<file path="config.mk">
export PLATFORM = sky130hd
export DESIGN_NAME = adc_seq
export DESIGN_NICKNAME = d
export VERILOG_FILES = /design/src/rtl/adc_seq.sv
export SDC_FILE = /design/constraint.sdc
export NUM_CORES = 1
export LEC_CHECK = 0
export ABC_AREA = 1
export CORE_ASPECT_RATIO = 1.2
export CORE_MARGIN = 4
export CORE_UTILIZATION = 36
export DETAILED_ROUTE_END_ITERATION = 7
export SLEW_MARGIN = 5
export SYNTH_ARGS = -nofsm -noshare
export SYNTH_HDL_FRONTEND = slang
export SYNTH_SLANG_ARGS = --single-unit
</file>
<file path="constraint.sdc">
create_clock -name clk -period 5.6 [get_ports clk]
set_input_delay 1.12 -clock clk [delete_from_list [all_inputs] [get_ports clk]]
set_output_delay 1.12 -clock clk [all_outputs]
set_load 0.005 [all_outputs]
</file>
<file path="src/rtl/adc_seq.sv">
module adc_seq #(
  parameter int SCLK_DIV = 4,
  parameter int US_TICKS = 100,
  parameter int MS_US    = 1000,
  parameter int RST_US   = 200,
  parameter int RES_W    = 24
) (
  input  logic             clk,
  input  logic             rst_n,
  input  logic             req_valid,
  output logic             req_ready,
  input  logic [1:0]       req_chan,
  input  logic [2:0]       req_gain,
  input  logic [2:0]       req_rate,
  output logic             res_valid,
  output logic [RES_W-1:0] res_data,
  output logic             sclk,
  output logic             mosi,
  input  logic             miso,
  output logic             cs_n
);
  localparam int HCW = $clog2(SCLK_DIV) + 1;
  localparam logic [31:0] RST_CYC = 32'(RST_US * US_TICKS);

  typedef enum logic [3:0] {S_RST, S_RWAIT, S_CFG, S_IDLE, S_MUX, S_RATE, S_START, S_CWAIT, S_READ} st_t;

  st_t         st;
  logic        pend, xfer, fdone;
  logic [1:0]  idx, chan;
  logic [2:0]  gain, rate, cur_rate;
  logic [31:0] wcnt;
  logic [23:0] fdat, tsh;
  logic [4:0]  fbits, bits_left;
  logic [15:0] rsh;
  logic [HCW-1:0] hc;
  logic [7:0]  cfg_val;

  function automatic logic [31:0] conv_cyc(input logic [2:0] r);
    int ms;
    case (r)
      3'd0: ms = 51;
      3'd1: ms = 24;
      3'd2: ms = 13;
      3'd3: ms = 7;
      3'd4: ms = 4;
      3'd5: ms = 3;
      default: ms = 2;
    endcase
    return 32'(ms * MS_US * US_TICKS);
  endfunction

  assign req_ready = (st == S_IDLE);

  always_comb
    case (idx)
      2'd0: cfg_val = 8'h81;
      2'd1: cfg_val = 8'h60;
      2'd2: cfg_val = 8'hC0;
      default: cfg_val = 8'h00;
    endcase

  always_comb begin
    fdat = '0;
    fbits = 5'd8;
    case (st)
      S_RST:   fdat = {8'h06, 16'h0};
      S_CFG:   begin fdat = {4'h4, idx, 2'b00, cfg_val, 8'h0}; fbits = 5'd16; end
      S_MUX:   begin fdat = {8'h40, 1'b1, 1'b0, chan, gain, 1'b1, 8'h0}; fbits = 5'd16; end
      S_RATE:  begin fdat = {8'h44, rate, 5'b0, 8'h0}; fbits = 5'd16; end
      S_START: fdat = {8'h08, 16'h0};
      S_READ:  begin fdat = {8'h10, 16'h0}; fbits = 5'd24; end
      default: ;
    endcase
  end

  always_ff @(posedge clk) begin
    if (!rst_n) begin
      xfer <= 1'b0; fdone <= 1'b0; cs_n <= 1'b1; sclk <= 1'b0; mosi <= 1'b0;
      hc <= '0; tsh <= '0; rsh <= '0; bits_left <= '0;
    end else begin
      fdone <= 1'b0;
      if (pend) begin
        tsh <= fdat; bits_left <= fbits; xfer <= 1'b1; cs_n <= 1'b0; hc <= '0;
      end else if (xfer) begin
        if (hc == HCW'(SCLK_DIV - 1)) begin
          hc <= '0;
          if (!sclk) begin
            if (bits_left == 5'd0) begin
              xfer <= 1'b0; cs_n <= 1'b1; fdone <= 1'b1;
            end else begin
              sclk <= 1'b1; mosi <= tsh[23]; tsh <= {tsh[22:0], 1'b0};
            end
          end else begin
            sclk <= 1'b0; rsh <= {rsh[14:0], miso}; bits_left <= bits_left - 5'd1;
          end
        end else hc <= hc + HCW'(1);
      end
    end
  end

  always_ff @(posedge clk) begin
    if (!rst_n) begin
      st <= S_RST; pend <= 1'b1; idx <= '0; wcnt <= '0; chan <= '0; gain <= '0;
      rate <= '0; cur_rate <= 3'd3; res_valid <= 1'b0; res_data <= '0;
    end else begin
      pend <= 1'b0;
      res_valid <= 1'b0;
      case (st)
        S_RST:   if (fdone) begin st <= S_RWAIT; wcnt <= RST_CYC; end
        S_RWAIT: if (wcnt == 0) begin st <= S_CFG; idx <= '0; pend <= 1'b1; end
                 else wcnt <= wcnt - 1;
        S_CFG:   if (fdone) begin
                   if (idx == 2'd3) st <= S_IDLE;
                   else begin idx <= idx + 2'd1; pend <= 1'b1; end
                 end
        S_IDLE:  if (req_valid) begin
                   chan <= req_chan; gain <= req_gain;
                   rate <= (req_rate == 3'd7) ? 3'd6 : req_rate;
                   st <= S_MUX; pend <= 1'b1;
                 end
        S_MUX:   if (fdone) begin
                   pend <= 1'b1;
                   if (rate != cur_rate) begin st <= S_RATE; cur_rate <= rate; end
                   else st <= S_START;
                 end
        S_RATE:  if (fdone) begin st <= S_START; pend <= 1'b1; end
        S_START: if (fdone) begin st <= S_CWAIT; wcnt <= conv_cyc(rate); end
        S_CWAIT: if (wcnt == 0) begin st <= S_READ; pend <= 1'b1; end
                 else wcnt <= wcnt - 1;
        S_READ:  if (fdone) begin
                   st <= S_IDLE; res_valid <= 1'b1;
                   res_data <= {{(RES_W-16){rsh[15]}}, rsh};
                 end
        default: st <= S_RST;
      endcase
    end
  end

  p_sclk_idle_r8: assert property (@(posedge clk) disable iff (!rst_n) cs_n |-> !sclk);
  p_cs_gap_r8: assert property (@(posedge clk) disable iff (!rst_n) $rose(cs_n) |=> cs_n);
  p_mosi_edge_r8: assert property (@(posedge clk) disable iff (!rst_n)
    (!cs_n && !$rose(sclk)) |-> $stable(mosi));
  p_valid_pulse_r7: assert property (@(posedge clk) disable iff (!rst_n) res_valid |=> !res_valid);
  p_busy_after_take_r3: assert property (@(posedge clk) disable iff (!rst_n)
    (req_valid && req_ready) |=> !req_ready);
  p_quiet_wait_r6: assert property (@(posedge clk) disable iff (!rst_n) (st == S_CWAIT) |-> cs_n);
  p_ready_after_cfg_r2: assert property (@(posedge clk) disable iff (!rst_n)
    $rose(req_ready) |-> ($past(st) == S_CFG || $past(st) == S_READ));
endmodule

</file>
==> impl_metrics.env <==
export IMPL_run_status="finished, final reports clean"
export IMPL_most_common_layout_cells="nand2_1, nor2_1, inv_1, dfxtp_1, nand3_1"
export IMPL_area_growth_pct=17.54
export IMPL_cp_required_ns=5.90
export IMPL_wl_met3_um=646
export IMPL_initial_utilization=0.3668
export IMPL_routed_wl_um=21350
export IMPL_ys_seq_area_frac=0.2714
export IMPL_fp_row_count=60
export IMPL_hold_buffers=0
export IMPL_hp_class="reg -> reg"
export IMPL_cts_inserted_buffers=9
export IMPL_h_tree_depth=3
export IMPL_path_delay_family="adder cells"
export IMPL_max_freq_mhz=187.9
export IMPL_syn_instance_count=1228
export IMPL_vias=7919
export IMPL_setup_viol=0
export IMPL_drive_above_1_share=0.1141
export IMPL_max_cap_violations=0
export IMPL_max_stage_delay_ns=0.49
export IMPL_die_h_um=174.0
export IMPL_ys_flop_type="dfxtp_1"
export IMPL_grt_pass1_vias=7678
export IMPL_drc=0
export IMPL_avgSynthCellArea_um2=6.728
export IMPL_cts_sinks=112
export IMPL_grt_pass1_wl_um=36610
export IMPL_hold_depth=2
export IMPL_port_buffers=40
export IMPL_hold_viol_final=0
export IMPL_synth_distinct_cells=48
export IMPL_num_fill_cells=2324
export IMPL_ios=41
export IMPL_synth_warnings=0
export IMPL_synth_edf_count=0
export IMPL_met2_length_um=10470
export IMPL_clkLatencyLatePin_ns=0.38
export IMPL_first_pass_iters=5
export IMPL_cts_tree="built"
export IMPL_grt_start_max_net_pins=56
export IMPL_layout_commonest_cell="nand2_1"
export IMPL_gr_usage_all_layers=0.1696
export IMPL_grt_ovfl_total=0
export IMPL_root_buffer="clkbuf_16"
export IMPL_routed_top_layer="met4"
export IMPL_fin_util=0.4312
export IMPL_ant_nets=0
export IMPL_slew_headroom=0.5782
export IMPL_crit_path_frequent_cell="nand2_1"
export IMPL_worst_path_buf_inv=4
export IMPL_fin_skew_ns=0.01807
export IMPL_critical_path_arrival_ns=5.63
export IMPL_gp_congestion=0.8982
export IMPL_period_minus_slack_ns=5.323
export IMPL_end_kind="flip-flop"
export IMPL_wl_per_cell_um=13.62
export IMPL_r2r_cells=28
export IMPL_viasPerCell=5.054
export IMPL_antenna_found_initial=0
export IMPL_tightest_slew_ns=0.6303
export IMPL_drt_iter0_markers=437
export IMPL_slew_viol_final=0
export IMPL_clk_path_buf_depth=2
export IMPL_die_width_um=146.3
export IMPL_nNetsFinal=1392
export IMPL_synthesis_area_um2=8262
export IMPL_path_class="reg -> reg"
export IMPL_path_depth=28
export IMPL_synthArstFlopShare=0
export IMPL_synth_seq_cells=112
export IMPL_dp_hpwl_um=16140
export IMPL_min_period_over_period=0.9506
export IMPL_path_max_fanout=6
export IMPL_clkTransAtPathRegs_ns=0.10
export IMPL_antennaDiodeCount=0
export IMPL_syn_nets=1337
export IMPL_dieArea_um2=25450
export IMPL_drt_met1_wl_um=9854
export IMPL_critPathLaunchType="flip-flop"
export IMPL_cp_slowest_cell="fa_1"
export IMPL_core_area_um2=22520
[final timing paths]
path                                      startpoint                     to  slack (ns)
worst max-delay path            rate[2]$_SDFFE_PN0P_  wcnt[24]$_SDFFE_PN0P_        0.28
worst min-delay path            chan[1]$_SDFFE_PN0P_   chan[1]$_SDFFE_PN0P_        0.47
worst max register to register  rate[2]$_SDFFE_PN0P_  wcnt[24]$_SDFFE_PN0P_        0.28
worst min register to register  chan[1]$_SDFFE_PN0P_   chan[1]$_SDFFE_PN0P_        0.47
[final cells by class]
type,count,area [um^2],area share
sequential,112,2251,0.2318
inverter,151,566.8,0.05837
clock buffer,9,225.2,0.02319
timing repair buffer,89,768.2,0.07911
tap,279,349.1,0.03595
multi-input combinational,920,5451,0.5614
clock inverter,7,98.84,0.01018
[registers in the layout, summed over array words and instances, names as in the netlist]
name and flops:
res_data 16, fdone 1, chan 2, sclk 1, gain 3, xfer 1, tsh 16, mosi 1
idx 2, pend 1, res_valid 1, rsh 16, cs_n 1, st 4, cur_rate 3, rate 3
wcnt 32, hc 3, bits_left 5
[metrics by stage]
stage	instance area, um^2	hold WS [ns]	setup slack, ns	TNS, ns	std cells
final	9711	0.4663	0.2769	0	1567
after global routing	9711	0.4879	-0.08192	-0.2475	1567
after CTS	9397	0.4710	0.01546	0	1561
after detailed placement	9072	0.4538	0.06567	0	1545
after global placement	9072	0.4500	0.1209	0	1545
after floorplan	8268	0.4378	0.05414	0	1228
[Yosys cell counts (6+ instances only)]
master	count	area [um^2]
buf_4	13	97.59
dfxtp_1	112	2242
nand4_1	15	93.84
o21ai_1	14	70.07
inv_1	143	536.8
nor2_2	6	37.54
nand2_1	239	897.1
ha_1	83	1039
nand3_1	93	465.5
o21ai_0	84	420.4
buf_2	7	35.03
nand3b_1	8	60.06
nor3_1	12	60.06
fa_1	14	280.3
a21oi_1	100	500.5
nor2_1	185	694.4
xor2_1	12	105.1
clkbuf_1	19	71.32
[cells by family (layout without fill, tap and decap cells)]
group / after synthesis / after routing / share of synthesized area
AND/OR/NAND/NOR: 577 / 577 / 0.2990
adder cells (fa/ha/maj): 97 / 97 / 0.1596
AO/OA/AOI/OAI: 230 / 230 / 0.1511
buffers and inverters: 196 / 256 / 0.1010
XOR/XNOR: 16 / 16 / 0.01787
flip-flops: 112 / 112 / 0.2714
[tightest hold or removal path, cell delays in order (launching register included)]
cell and delay [ns]:
dfxtp_1 0.31, nand2_1 0.06, a21oi_1 0.05
[repair_timing]
action	4_1_cts	5_1_grt
endpoints found under the setup margin	0	11
setup buffers	0	6
gates resized for setup	0	57
[layer usage]
layer | vias up | track usage
met4 | 0 | 0.04863
met5 | - | 0
li1 | 4117 | -
met3 | 26 | 0.02634
met1 | 3667 | 0.2121
met2 | 109 | 0.3016
Power is left out: the tool's default activity adds up to more than one toggle a clock period on the data nets, which glitch-free logic cannot reach.
